===== src/rtl/adc_seq_pkg.sv =====
package adc_seq_pkg;
  typedef enum logic [1:0] {
    PH_IDLE = 2'd0,
    PH_HOLD = 2'd1,
    PH_SAMP = 2'd2,
    PH_CONV = 2'd3
  } phase_e;

  localparam logic [1:0] CLK_RC   = 2'b11;
  localparam logic [1:0] SEL_CTRL = 2'd0;
  localparam logic [1:0] SEL_CFG  = 2'd1;
  localparam logic [1:0] SEL_IRQ  = 2'd2;
endpackage


===== src/rtl/adc_rst_sync.sv =====
module adc_rst_sync (
  input  logic clk,
  input  logic arst_n,
  output logic srst_n
);
  logic [1:0] sync_q;

  always_ff @(posedge clk or negedge arst_n) begin
    if (!arst_n) sync_q <= 2'b00;
    else         sync_q <= {sync_q[0], 1'b1};
  end

  assign srst_n = sync_q[1];
endmodule


===== src/rtl/adc_tick_gen.sv =====
module adc_tick_gen
  import adc_seq_pkg::*;
#(
  parameter int DIV_A = 2,
  parameter int DIV_B = 8,
  parameter int DIV_C = 32
) (
  input  logic       clk,
  input  logic       rst_n,
  input  logic       run,
  input  logic [1:0] sel,
  input  logic       rc_tick,
  output logic       tick
);
  localparam int CW = $clog2(DIV_C + 1);

  logic [CW-1:0] cnt_q, cnt_d, lim;

  always_comb begin
    case (sel)
      2'b00:   lim = CW'(DIV_A);
      2'b01:   lim = CW'(DIV_B);
      default: lim = CW'(DIV_C);
    endcase
    if (sel == CLK_RC) tick = run & rc_tick;
    else               tick = run & (cnt_q >= lim - 1'b1);
    cnt_d = (!run || tick) ? '0 : cnt_q + 1'b1;
  end

  always_ff @(posedge clk or negedge rst_n) begin
    if (!rst_n) cnt_q <= '0;
    else        cnt_q <= cnt_d;
  end


  div_restart_chk: assert property (@(posedge clk) disable iff (!rst_n)
    $rose(run) |-> cnt_q == '0);
endmodule


===== src/rtl/adc_sar_engine.sv =====
module adc_sar_engine
  import adc_seq_pkg::*;
#(
  parameter int RES_W     = 10,
  parameter int HOLD_CLKS = 4
) (
  input  logic             clk,
  input  logic             rst_n,
  input  logic             start,
  input  logic             rc_mode,
  input  logic             abort,
  input  logic             tick,
  input  logic             cmp_bit,
  output logic             run,
  output logic             done,
  output logic [RES_W-1:0] done_code,
  output logic [RES_W-1:0] dac_code
);
  localparam int IW = $clog2(RES_W);
  localparam int HW = $clog2(HOLD_CLKS + 1);

  phase_e           phase_q, phase_d;
  logic [HW-1:0]    hold_q, hold_d;
  logic [IW-1:0]    idx_q, idx_d;
  logic [RES_W-1:0] sar_q, sar_d, mask, trial;

  always_comb begin
    mask      = {{(RES_W-1){1'b0}}, 1'b1} << idx_q;
    trial     = sar_q | mask;
    done_code = cmp_bit ? trial : sar_q;
    done      = (phase_q == PH_CONV) && tick && (idx_q == '0) && !abort;
    run       = (phase_q == PH_SAMP) || (phase_q == PH_CONV);
    dac_code  = (phase_q == PH_CONV) ? trial : '0;
    phase_d   = phase_q;
    hold_d    = hold_q;
    idx_d     = idx_q;
    sar_d     = sar_q;
    if (abort) begin
      phase_d = PH_IDLE;
    end else begin
      case (phase_q)
        PH_IDLE: if (start) begin
          phase_d = rc_mode ? PH_HOLD : PH_SAMP;
          hold_d  = '0;
        end
        PH_HOLD: begin
          if (hold_q == HW'(HOLD_CLKS - 1)) phase_d = PH_SAMP;
          else                              hold_d  = hold_q + 1'b1;
        end
        PH_SAMP: if (tick) begin
          phase_d = PH_CONV;
          idx_d   = IW'(RES_W - 1);
          sar_d   = '0;
        end
        default: if (tick) begin
          sar_d = done_code;
          if (idx_q == '0) phase_d = PH_IDLE;
          else             idx_d   = idx_q - 1'b1;
        end
      endcase
    end
  end

  always_ff @(posedge clk or negedge rst_n) begin
    if (!rst_n) begin
      phase_q <= PH_IDLE;
      hold_q  <= '0;
      idx_q   <= '0;
      sar_q   <= '0;
    end else begin
      phase_q <= phase_d;
      hold_q  <= hold_d;
      idx_q   <= idx_d;
      sar_q   <= sar_d;
    end
  end


  msb_first_chk: assert property (@(posedge clk) disable iff (!rst_n)
    (phase_q == PH_CONV && tick && !abort && idx_q != '0)
      |=> idx_q == $past(idx_q) - IW'(1));

  rc_hold_chk: assert property (@(posedge clk) disable iff (!rst_n)
    (phase_q == PH_IDLE && start && rc_mode && !abort) |=> phase_q == PH_HOLD);

  abort_idle_chk: assert property (@(posedge clk) disable iff (!rst_n)
    abort |=> phase_q == PH_IDLE);
endmodule


===== src/rtl/adc_result_fmt.sv =====
module adc_result_fmt #(
  parameter int RES_W  = 10,
  parameter int BYTE_W = 8
) (
  input  logic              right_just,
  input  logic [RES_W-1:0]  code,
  output logic [BYTE_W-1:0] hi,
  output logic [BYTE_W-1:0] lo
);
  localparam int PAD = 2 * BYTE_W - RES_W;

  logic [2*BYTE_W-1:0] word;

  always_comb begin
    if (right_just) word = {{PAD{1'b0}}, code};
    else            word = {code, {PAD{1'b0}}};
    hi = word[2*BYTE_W-1:BYTE_W];
    lo = word[BYTE_W-1:0];
  end
endmodule


===== src/rtl/adc_seq_ctrl.sv =====
module adc_seq_ctrl
  import adc_seq_pkg::*;
#(
  parameter int RES_W     = 10,
  parameter int DIV_A     = 2,
  parameter int DIV_B     = 8,
  parameter int DIV_C     = 32,
  parameter int HOLD_CLKS = 4
) (
  input  logic             clk,
  input  logic             por_n,
  input  logic             rst_n,
  input  logic             wr_en,
  input  logic [1:0]       wr_sel,
  input  logic [7:0]       wr_data,
  input  logic             sleep_req,
  input  logic             rc_tick,
  input  logic             cmp_bit,
  output logic [7:0]       ctrl_q,
  output logic [7:0]       cfg_q,
  output logic [7:0]       irq_q,
  output logic [7:0]       res_hi,
  output logic [7:0]       res_lo,
  output logic [RES_W-1:0] dac_code,
  output logic [2:0]       chan_sel,
  output logic             powered,
  output logic             wake
);
  localparam int PAD = 16 - RES_W;

  logic dev_rst_n, por_rst_n;
  logic [1:0] cs_q, cs_d;
  logic [2:0] chs_q, chs_d;
  logic [3:0] pcfg_q, pcfg_d;
  logic go_q, go_d, en_q, en_d, just_q, just_d;
  logic flag_q, flag_d, ie_q, ie_d, off_q, off_d;
  logic [RES_W-1:0] result_q, done_code;
  logic ctrl_wr, cfg_wr, irq_wr, sleep_kill, go_req, user_abort;
  logic tick, run, done;

  adc_rst_sync u_dev_sync (.clk(clk), .arst_n(por_n & rst_n), .srst_n(dev_rst_n));
  adc_rst_sync u_por_sync (.clk(clk), .arst_n(por_n),         .srst_n(por_rst_n));

  always_comb begin
    ctrl_wr    = wr_en && (wr_sel == SEL_CTRL);
    cfg_wr     = wr_en && (wr_sel == SEL_CFG);
    irq_wr     = wr_en && (wr_sel == SEL_IRQ);
    sleep_kill = sleep_req && en_q && (cs_q != CLK_RC);
    go_req     = ctrl_wr && wr_data[2] && wr_data[0] && en_q && !off_q
                 && !go_q && !sleep_req;
    user_abort = go_q && ctrl_wr && !(wr_data[2] && wr_data[0]);

    cs_d   = ctrl_wr ? wr_data[7:6] : cs_q;
    chs_d  = ctrl_wr ? wr_data[5:3] : chs_q;
    en_d   = ctrl_wr ? wr_data[0]   : en_q;
    just_d = cfg_wr  ? wr_data[7]   : just_q;
    pcfg_d = cfg_wr  ? wr_data[3:0] : pcfg_q;
    ie_d   = irq_wr  ? wr_data[1]   : ie_q;

    if (sleep_kill || user_abort || done) go_d = 1'b0;
    else if (go_req)                      go_d = 1'b1;
    else                                  go_d = go_q;

    if (done)        flag_d = 1'b1;
    else if (irq_wr) flag_d = wr_data[0];
    else             flag_d = flag_q;

    if (sleep_kill)         off_d = 1'b1;
    else if (!sleep_req)    off_d = 1'b0;
    else if (done && !ie_q) off_d = 1'b1;
    else                    off_d = off_q;
  end

  always_ff @(posedge clk or negedge dev_rst_n) begin
    if (!dev_rst_n) begin
      cs_q   <= '0;
      chs_q  <= '0;
      go_q   <= 1'b0;
      en_q   <= 1'b0;
      just_q <= 1'b0;
      pcfg_q <= '0;
      flag_q <= 1'b0;
      ie_q   <= 1'b0;
      off_q  <= 1'b0;
    end else begin
      cs_q   <= cs_d;
      chs_q  <= chs_d;
      go_q   <= go_d;
      en_q   <= en_d;
      just_q <= just_d;
      pcfg_q <= pcfg_d;
      flag_q <= flag_d;
      ie_q   <= ie_d;
      off_q  <= off_d;
    end
  end

  always_ff @(posedge clk or negedge por_rst_n) begin
    if (!por_rst_n) result_q <= '0;
    else if (done)  result_q <= done_code;
  end

  adc_tick_gen #(.DIV_A(DIV_A), .DIV_B(DIV_B), .DIV_C(DIV_C)) u_tick (
    .clk(clk), .rst_n(dev_rst_n), .run(run), .sel(cs_q),
    .rc_tick(rc_tick), .tick(tick)
  );

  adc_sar_engine #(.RES_W(RES_W), .HOLD_CLKS(HOLD_CLKS)) u_engine (
    .clk(clk), .rst_n(dev_rst_n), .start(go_req),
    .rc_mode(wr_data[7:6] == CLK_RC), .abort(sleep_kill || user_abort),
    .tick(tick), .cmp_bit(cmp_bit), .run(run), .done(done),
    .done_code(done_code), .dac_code(dac_code)
  );

  adc_result_fmt #(.RES_W(RES_W), .BYTE_W(8)) u_fmt (
    .right_just(just_q), .code(result_q), .hi(res_hi), .lo(res_lo)
  );

  assign ctrl_q   = {cs_q, chs_q, go_q, 1'b0, en_q};
  assign cfg_q    = {just_q, 3'b000, pcfg_q};
  assign irq_q    = {6'b0, ie_q, flag_q};
  assign chan_sel = chs_q;
  assign powered  = en_q && !off_q;
  assign wake     = sleep_req && flag_q && ie_q;


  go_needs_en_chk: assert property (@(posedge clk) disable iff (!dev_rst_n)
    !en_q |-> !go_q);

  done_flag_chk: assert property (@(posedge clk) disable iff (!dev_rst_n)
    done |=> (!go_q && flag_q));

  sleep_kill_chk: assert property (@(posedge clk) disable iff (!dev_rst_n)
    (sleep_kill && !ctrl_wr) |=> (!ctrl_q[2] && !powered && ctrl_q[0]));

  rc_sleep_off_chk: assert property (@(posedge clk) disable iff (!dev_rst_n)
    (done && sleep_req && !ie_q && !irq_wr && !ctrl_wr) |=> (!powered && ctrl_q[0]));

  result_hold_chk: assert property (@(posedge clk) disable iff (!por_rst_n)
    !done |=> $stable(result_q));

  right_pad_chk: assert property (@(posedge clk) disable iff (!dev_rst_n)
    just_q |-> (res_hi >> (RES_W - 8)) == 8'd0);

  left_pad_chk: assert property (@(posedge clk) disable iff (!dev_rst_n)
    !just_q |-> res_lo[PAD-1:0] == '0);
endmodule


===== config.mk =====
export PLATFORM = sky130hd
export DESIGN_NAME = adc_seq_ctrl
export DESIGN_NICKNAME = d
export VERILOG_FILES = /design/src/rtl/adc_seq_pkg.sv /design/src/rtl/adc_rst_sync.sv /design/src/rtl/adc_tick_gen.sv /design/src/rtl/adc_sar_engine.sv /design/src/rtl/adc_result_fmt.sv /design/src/rtl/adc_seq_ctrl.sv
export SDC_FILE = /design/constraint.sdc
export NUM_CORES = 1
export LEC_CHECK = 0
export BUFFER_PORTS_ARGS = -buffer_cell sky130_fd_sc_hd__buf_2
export CAP_MARGIN = 20
export CORE_MARGIN = 4
export CORE_UTILIZATION = 59
export DETAILED_ROUTE_END_ITERATION = 10
export HOLD_SLACK_MARGIN = 0.1
export PLACE_DENSITY = 0.95
export SYNTH_ARGS = -nofsm -noshare
export SYNTH_HDL_FRONTEND = slang
export SYNTH_SLANG_ARGS = --single-unit

===== constraint.sdc =====
create_clock -name clk -period 3.25 [get_ports clk]
set_input_delay 0.325 -clock clk [delete_from_list [all_inputs] [get_ports clk]]
set_output_delay 0.325 -clock clk [all_outputs]
set_load 0.005 [all_outputs]

# Word-level counts from Yosys, hierarchy flattened
# Cells that the tools add are included.
dict set report totals {
  register_bits 54
  latch_bits 0
  ram_bits 0
  romBits 0
  out_inout_bits 55
  word_cells 123
  n_memories 0
}
dict set report classes {
  add_sub_neg 4
  multipliers 0
  n_div 0
  magnitude_cmp 1
  n_eq_ne 17
  n_shift 1
  mux 31
  n_bitwise 6
  n_reduce_logical 46
}
# cell n
set op_table {}
lappend op_table {{$mux W10} 4}
lappend op_table {{$logic_and A1 B1 Y1} 21}
lappend op_table {{$pmux W10 S2} 1}
lappend op_table {{$mux W16} 1}
lappend op_table {{$mux W2} 7}
lappend op_table {{$mux W4} 3}
lappend op_table {{$pmux W6 S2} 1}
lappend op_table {{$eq A2 B2 Y1 const B} 5}
lappend op_table {{$or A10 B10 Y10} 1}
lappend op_table {{$shl A1 B4 Y10 const A} 1}
lappend op_table {{$ne A3 B1 Y1 const B} 3}
lappend op_table {{$mux W1} 8}
lappend op_table {{$pmux W4 S2} 1}
lappend op_table {{$reduce_and A4 Y1} 2}
lappend op_table {{$logic_not A1 Y1} 7}
lappend op_table {{$add A6 B1 Y6 const B} 1}
lappend op_table {{$eq A2 B1 Y1 const B} 3}
lappend op_table {{$ge A6 B6 Y1} 1}
lappend op_table {{$logic_not A2 Y1} 3}
lappend op_table {{$mux W3} 2}
lappend op_table {{$mux W6} 1}
lappend op_table {{$ne A2 B2 Y1 const B} 3}
lappend op_table {{$pmux W2 S3} 1}
lappend op_table {{$pmux W3 S2} 1}
lappend op_table {{other kinds (16)} 24}

# Depth between registers and ports, before layout
# Gate-level depths: netlist of run 1.
dict set report logic_depth {
  depth_word 13
  mapped_depth 8
  mapped_depth_nobuf 7
}

# Modules after synthesis
# Synthesis of run 1 repeated with hierarchy kept, for this count alone.
dict set report unflattened {
  cells_unflattened 301
  area_unflattened_um2 3181.8
}
# module n_inst cells_each area_each_um2 seq_area_each_um2
set modules_own_cells {}
lappend modules_own_cells {adc_sar_engine 1 147 1351.3 475.5}
lappend modules_own_cells {adc_seq_ctrl 1 89 1172.4 625.6}
lappend modules_own_cells {adc_tick_gen 1 41 392.9 150.1}
lappend modules_own_cells {adc_result_fmt 1 18 157.7 0.0}
lappend modules_own_cells {adc_rst_sync 2 3 53.8 50.0}

# Least setup slack after synthesis of run 1
# OpenSTA, ideal clock, no wires.
dict set report synth_timing {
  kind {flip-flop to flip-flop}
  from {register cs_q[1]}
  to {register u_engine.idx_q[1]}
  setup_ns 0.121
  t_arrival_ns 2.069
  setup_slack_ns 1.060
  path_stages_with_launch 9
  path_buffers 1
  period_less_slack_ns 2.190
  path_cell_list {dfrtp_1 inv_1 ha_1 a21o_1 a2111oi_4 or4b_1 buf_2 nand2b_4 a22o_1}
}
dict set report synth_between {
  elab_chain_len 7
  word_cells_on_any_way 13
  cone_classes {add/sub: 1; order compare: 1; eq/ne: 3; mux: 2; bitwise: 2; reduce/logical: 4}
}
# element line
set synth_rtl {}
lappend synth_rtl {{start, declared} adc_seq_ctrl.sv:32} ;# logic [1:0] cs_q, cs_d;
lappend synth_rtl {{start signal, assigned} adc_seq_ctrl.sv:86} ;# cs_q <= cs_d;
lappend synth_rtl {{$eq A2 B1 Y1 or $logic_not A2 Y1 (tied branches)} adc_tick_gen.sv:20} ;# case (sel)
lappend synth_rtl {{$pmux W6 S2} adc_tick_gen.sv:20}
lappend synth_rtl {{$sub A6 B1 Y6} adc_tick_gen.sv:26} ;# else tick = run & (cnt_q >= lim - 1'b1);
lappend synth_rtl {{$ge A6 B6 Y1} adc_tick_gen.sv:26}
lappend synth_rtl {{$and A1 B1 Y1} adc_tick_gen.sv:26}
lappend synth_rtl {{$mux W1} adc_tick_gen.sv:25} ;# if (sel == CLK_RC) tick = run & rc_tick;
lappend synth_rtl {{$reduce_and A4 Y1 (no line) (*)} n/a}
lappend synth_rtl {{end signal, assigned} adc_sar_engine.sv:73} ;# idx_q <= idx_d;
lappend synth_rtl {{end, declared} adc_sar_engine.sv:24} ;# logic [IW-1:0] idx_q, idx_d;
# Mark *: on every way between the ends. The rest lies on a longest branch, timed or not.
# A chain may end at the register's enable or synchronous reset.

# Worst setup path after layout of run 1
dict set report layout_timing {
  from {register cs_q[1]}
  to {register u_engine.sar_q[1]}
}
dict set report layout_between {
  elab_chain_len 7
  word_cells_on_any_way 13
  cone_classes {add/sub: 1; order compare: 1; eq/ne: 3; mux: 2; bitwise: 2; reduce/logical: 4}
}
# element line
set layout_rtl {}
lappend layout_rtl {{$eq A2 B1 Y1 or $logic_not A2 Y1 (tied branches)} adc_tick_gen.sv:20}
lappend layout_rtl {{$pmux W6 S2} adc_tick_gen.sv:20}
lappend layout_rtl {{$sub A6 B1 Y6} adc_tick_gen.sv:26}
lappend layout_rtl {{$ge A6 B6 Y1} adc_tick_gen.sv:26}
lappend layout_rtl {{$and A1 B1 Y1} adc_tick_gen.sv:26}
lappend layout_rtl {{$mux W1} adc_tick_gen.sv:25}
lappend layout_rtl {{$reduce_and A3 Y1 (no line) (*)} n/a}
lappend layout_rtl {{end signal, assigned} adc_sar_engine.sv:74} ;# sar_q <= sar_d;
lappend layout_rtl {{end, declared} adc_sar_engine.sv:25} ;# logic [RES_W-1:0] sar_q, sar_d, mask, trial;
# Marks and branches as above.

==> results.cfg, run 1 <==
[run_status]
status = complete, no violations

[global_routing]
met3_usage_pct = 5.99
use_met1_pct = 29.5
grt_pass1_wl_um = 12000
grt_max_degree = 41
antenna_found_initial = 0
use_met2_pct = 37.9
overflow = 0
grt_pass1_vias = 2511
grt_usage_pct = 23.4
grt.busiest_layer = met2

[placement]
hpwl_um = 5380
place_congestion = 0.870
io_buffers = 61
place_area_um2 = 3450
dp_slack_ns = 0.825

[timing]
setup_violations = 0
period_needed_ns = 2.56
timing.final.crit_share_pct = 78.8
setup_tns_ns = 0
skew_ns = 0.0123
slew_violations = 0
worst_pin_slew_ns = 0.630
rsz0062_at_grt = no
relSlewSlack_pct = 57.8
fmax_mhz = 391
hold_viol = 0
setup_ws_ns = 0.690

[cts]
cts.sinks = 54
tritoncts = built
ctsResizeCount = 0
clkTransAtPathRegs_ns = 0.10
hold_buffers = 2
htreeDepth = 2
numCtsBuffers = 5
clockBufferDepth = 2
post-cts-setup-buffers = 0
root_buffer = clkbuf_8
clkLatencyLatePin_ns = 0.31

[routing]
via_per_inst = 6.02
drt_iter0_drc = 217
via_count = 2669
remaining_drc_errors = 0
wl_per_cell_um = 16.7
first_pass_iters = 4
drt_wl_total_um = 7390
drt.antenna.violating_nets = 0

[yosys]
synth-main-ff-cell = dfrtp_1
synth_top_cell_by_area = dfrtp_1
yosysWarnings = 0
yosysTopAreaCellShare_pct = 42.5
synth-edff-count = 0
synth.distinct_cells = 60
syn_area_per_cell_um2 = 9.94
ys_seq_area_share_pct = 42.5
synth.area.top_cells = dfrtp_1, ha_1, a21oi_1
ys_seq_elements = 54
async_flop_share_pct = 100
synthCells = 320
synthesis.area_um2 = 3180

[layout]
drive_gt1_share_pct = 26.0
stdcell_area_um2 = 3550
final_nets = 405
areaGrowthSynthToFinish_pct = 11.8
diodes = 0

[die]
die_height_um = 81.4
die_area_um2 = 6630
ios = 72
initial_core_util_pct = 61.5
rows = 26
die_x_um = 81.4
core_um2 = 5170

[worst_setup_path]
cpPeakStageDelay_ns = 0.48
worst_setup_path_start_kind = flop
required_ns = 3.43
cpMaxStageDelayCell = dfrtp_1
path_max_fanout = 13
worstPathArrival_ns = 2.74
worstSetupPathType = reg2reg
crit_chain = inv_1 -> ha_1 -> a21o_1 -> a21oi_1 -> nand3_1 -> buf_4 -> a41oi_1 -> nor2_1
reg2reg_depth = 8
end_kind = flop

[pwr]
leakage_nw = 1.73
p_int_w = 0.00118
seq_power_share_pct = 46.2
clock_power_share_pct = 19.4
power_per_cell_area_nw_per_um2 = 520
switching_share_pct = 36.2
pwr-share-comb_pct = 34.4
vdd_ir_drop_max_v = 0.000227
p_sw_w = 0.000669

[min_path]
hold_class = reg2async

[run]
max_cap_viol_count = 0
Yosys cell counts, types with 7 or more instances:
library cell	n
inv_1	16
buf_4	19
a21oi_1	36
and2_1	10
a31oi_1	8
mux2_2	14
nand2_1	11
nor2_1	23
clkbuf_1	13
a41oi_1	7
ha_1	15
dfrtp_1	54
nor2b_1	16
per-stage QoR:
step	instances	util (%)	hold WS (ns)	total power, W
floorplan	331	-	0.0294	0.00133
global placement	434	66.8	0.115	0.00144
detailed placement	434	66.8	0.116	0.00148
CTS	443	68.7	0.184	0.00184
global route	443	68.7	0.218	0.00196
finish	443	68.7	0.164	0.00185
area by class of cell:
class	instances	area, um^2
Sequential cell	54	1350
Clock inverter	1	7.51
Inverter	16	60.1
Tap cell	70	87.6
Fill cell	358	1620
Multi-Input combinational cell	228	1610
Timing Repair Buffer	68	363
Clock buffer	6	72.6
critical path, delay by kind of cell (launching register included):
family | cells | cell delay [ns]
AO/OA/AOI/OAI | 3 | 0.71
adder cells (fa/ha/maj) | 1 | 0.30
buffers and inverters | 2 | 0.44
flip-flops | 1 | 0.48
AND/OR/NAND/NOR | 2 | 0.49
cell usage in the layout (no fill, tap or decap), drive strengths merged, types with 5 or more instances in the layout:
master	netlist	layout
a21oi	36	36
a31oi	8	8
a41oi	7	7
and2	10	10
buf	20	66
clkbuf	13	6
conb	2	13
dfrtp	54	54
ha	15	15
inv	16	16
mux2	14	14
nand2	11	11
nor2	23	23
nor2b	16	16
o21ai	5	5
power by group through the flow:
stage	clock network, W	logic, W	registers, W
final	0.000358	0.000636	0.000853
after CTS	0.000364	0.000627	0.000850
after detailed placement	0	0.000621	0.000863
after floorplan	0	0.000491	0.000840
after global routing	0.000396	0.000700	0.000865
after global placement	0	0.000587	0.000854
logic make-up after synthesis:
family	count (synthesis)	synth area share, %
xor gates and xnor gates	4	1.10
other	2	0.236
AOI/OAI and AO/OA	89	19.8
adders and majority gates	15	5.90
muxes	16	5.59
DFF	54	42.5
buffers and inverters	49	8.07
and+or+nand+nor	91	16.8
path summary, 6_finish.rpt:
kind                            slack [ns]            startpoint                end
min in group clk                      0.24            wr_data[5]        chan_sel[2]
worst min register to register        0.16  u_por_sync.sync_q[1]        result_q[6]
worst min-delay path                  0.16  u_por_sync.sync_q[1]        result_q[6]
worst max register to register        0.69               cs_q[1]  u_engine.sar_q[1]
max in group asynchronous             2.58  u_dev_sync.sync_q[1]    u_tick.cnt_q[3]
worst max-delay path                  0.69               cs_q[1]  u_engine.sar_q[1]
registers in the layout, indices dropped and copies added, names as in the netlist, 2 cells and up:
signal and flops:
u_engine.sar_q 10, pcfg_q 4, result_q 10, u_dev_sync.sync_q 2, u_engine.idx_q 4, chan_sel 3
u_por_sync.sync_q 2, u_tick.cnt_q 6, cs_q 2, u_engine.phase_q 2, u_engine.hold_q 3
routing by layer:
metal,part of all wire (%),routed length (um)
met1,41,3040
met2,48,3570
met3,8.6,632
met4,2.0,151
met5,0,0
No activity file was read; power rests on OpenSTA's default activity.
==> inputs of run 2 (changes only) <==
Settings changed: CORE_UTILIZATION 59 to 54, PLACE_DENSITY 0.95 to 0.91.
Clock period 3.25 ns to 2.5 ns, I/O delays scaled along.
==> results.cfg, run 2 (same netlist as run 1, synthesis figures left out) <==
[timing]
setup_ws_ns = 0.136
worst_pin_slew_ns = 0.610
relSlewSlack_pct = 59.2
rsz0062_at_grt = no
skew_ns = 0.0105
setup_violations = 0
hold_viol = 0
fmax_mhz = 423
fin_hold_ws_ns = 0.163
setup_tns_ns = 0
timing.final.crit_share_pct = 94.6
period_needed_ns = 2.36
slew_violations = 0

[worst_setup_path]
crit_family = compound AO/OA/AOI/OAI gates
path_max_fanout = 11
required_ns = 2.70
worst_setup_path_start_kind = flop
startpoint = cs_q[1]
crit_chain = inv_1 -> ha_1 -> a21o_1 -> a2111oi_4 -> nor4b_1 -> buf_4 -> a311oi_1 -> nor2b_1
cpPeakStageDelay_ns = 0.49
worstReg2RegStart = cs_q[1]
path_buf_inv = 2
worstSetupPathType = reg2reg
cpMaxStageDelayCell = a2111oi_4
worstPathArrival_ns = 2.56
end_kind = flop

[layout]
nFillCells = 445
final_nets = 407
final_common_cell = buf_2
final_cell_mix = buf_2, dfrtp_1, a21oi_1
fin_cells = 447
largestRegisters = result_q x10, u_engine.sar_q x10, u_tick.cnt_q x6
register_area_um2 = 1350
drive_gt1_share_pct = 27.2
areaGrowthSynthToFinish_pct = 12.7
multi_input_area_um2 = 1620
diodes = 0

[die]
die_area_um2 = 7180
die_height_um = 84.7
rows = 27
die_x_um = 84.7
ios = 72
core_um2 = 5610
initial_core_util_pct = 56.7

[routing]
via_count = 2622
drt_iter0_drc = 127
via_per_inst = 5.87
drt.antenna.violating_nets = 0
wl_per_cell_um = 16.5
first_pass_iters = 4
drt_wl_total_um = 7380
remaining_drc_errors = 0

[cts]
htreeDepth = 2
numCtsBuffers = 5
clkLatencyLatePin_ns = 0.31
clockBufferDepth = 2
root_buffer = clkbuf_8
cts.sinks = 54
clkTransAtPathRegs_ns = 0.10
tritoncts = built

[global_routing]
grt_pass1_vias = 2544
grt_pass1_wl_um = 12200
antenna_found_initial = 0
grt_usage_pct = 20.8
grt_max_degree = 41
overflow = 0

[run]
max_cap_viol_count = 0

[pwr]
p_sw_w = 0.000867
vdd_ir_drop_max_v = 0.000373
power_per_cell_area_nw_per_um2 = 673
p_int_w = 0.00154
switching_share_pct = 36.0
clock_power_share_pct = 19.5
seq_power_share_pct = 45.9
leakage_nw = 1.75
pwr-share-comb_pct = 34.6

[run_status]
status = complete, no violations

[placement]
io_buffers = 61
dp_slack_ns = 0.0959
place_congestion = 0.893
placed_cells = 438
hpwl_um = 5360

[min_path]
hold_start = wr_data[6]
hold_class = in2reg
==> run 2: cell types whose count changed in the layout (fill, tap and decap cells not counted), sizes merged <==
cell	before	now
buf	66	68
==> run 2: power by group through the flow <==
stage                     sequential, W  combinational [W]  clock (W)
final                           0.00111           0.000833   0.000470
after global routing            0.00113           0.000919   0.000516
after CTS                       0.00110           0.000819   0.000480
after detailed placement        0.00112           0.000814          0
after global placement          0.00111           0.000776          0
after floorplan                 0.00109           0.000639          0
==> run 2: layout make-up <==
type | count | share of cell area (%)
multi-input combinational | 228 | 45.3
sequential | 54 | 37.7
timing repair buffer | 70 | 10.5
tap | 72 | 2.51
clock buffer | 6 | 2.03
inverter | 16 | 1.68
clock inverter | 1 | 0.209
==> run 2: final timing paths <==
check / to / slack (ns) / depth (start not counted)
max: off_q / 0.14 / 8
min in group asynchronous: result_q[9] / 0.17 / 0
min: cs_q[0] / 0.16 / 3
min reg2reg: result_q[9] / 0.17 / 0
max in group asynchronous: u_tick.cnt_q[3] / 1.82 / 1
max reg2reg: off_q / 0.14 / 8
==> run 2: repair_timing <==
action | CTS | global route
setup buffers | 0 | 0
hold buffers | 2 | 0
hold endpoints to repair | 4 | 0
endpoints found under the setup margin | 0 | 14
resized for setup | 0 | 3
==> run 2: metal layers <==
layer  part of all wire (%)  GRT usage [%]  wire length [um]  vias up
li1                       -              -                 -     1221
met1                     41           27.6              3050     1266
met2                     49           34.4              3590      121
met3                    7.9           3.34               580       14
met4                    2.2           7.77               163        0
met5                      0              0                 0        -
==> run 2: through the flow <==
stage	total power, W	util [%]	cell area, um^2
floorplan	0.00173	-	3220
global placement	0.00189	61.9	3470
detailed placement	0.00194	61.9	3470
CTS	0.00240	63.7	3570
global route	0.00256	63.9	3580
finish	0.00241	63.9	3580
==> run 2: worst min-delay path, stage by stage <==
cell and delay, ns:
buf_2 0.08, nand2_1 0.04, o21ai_0 0.06
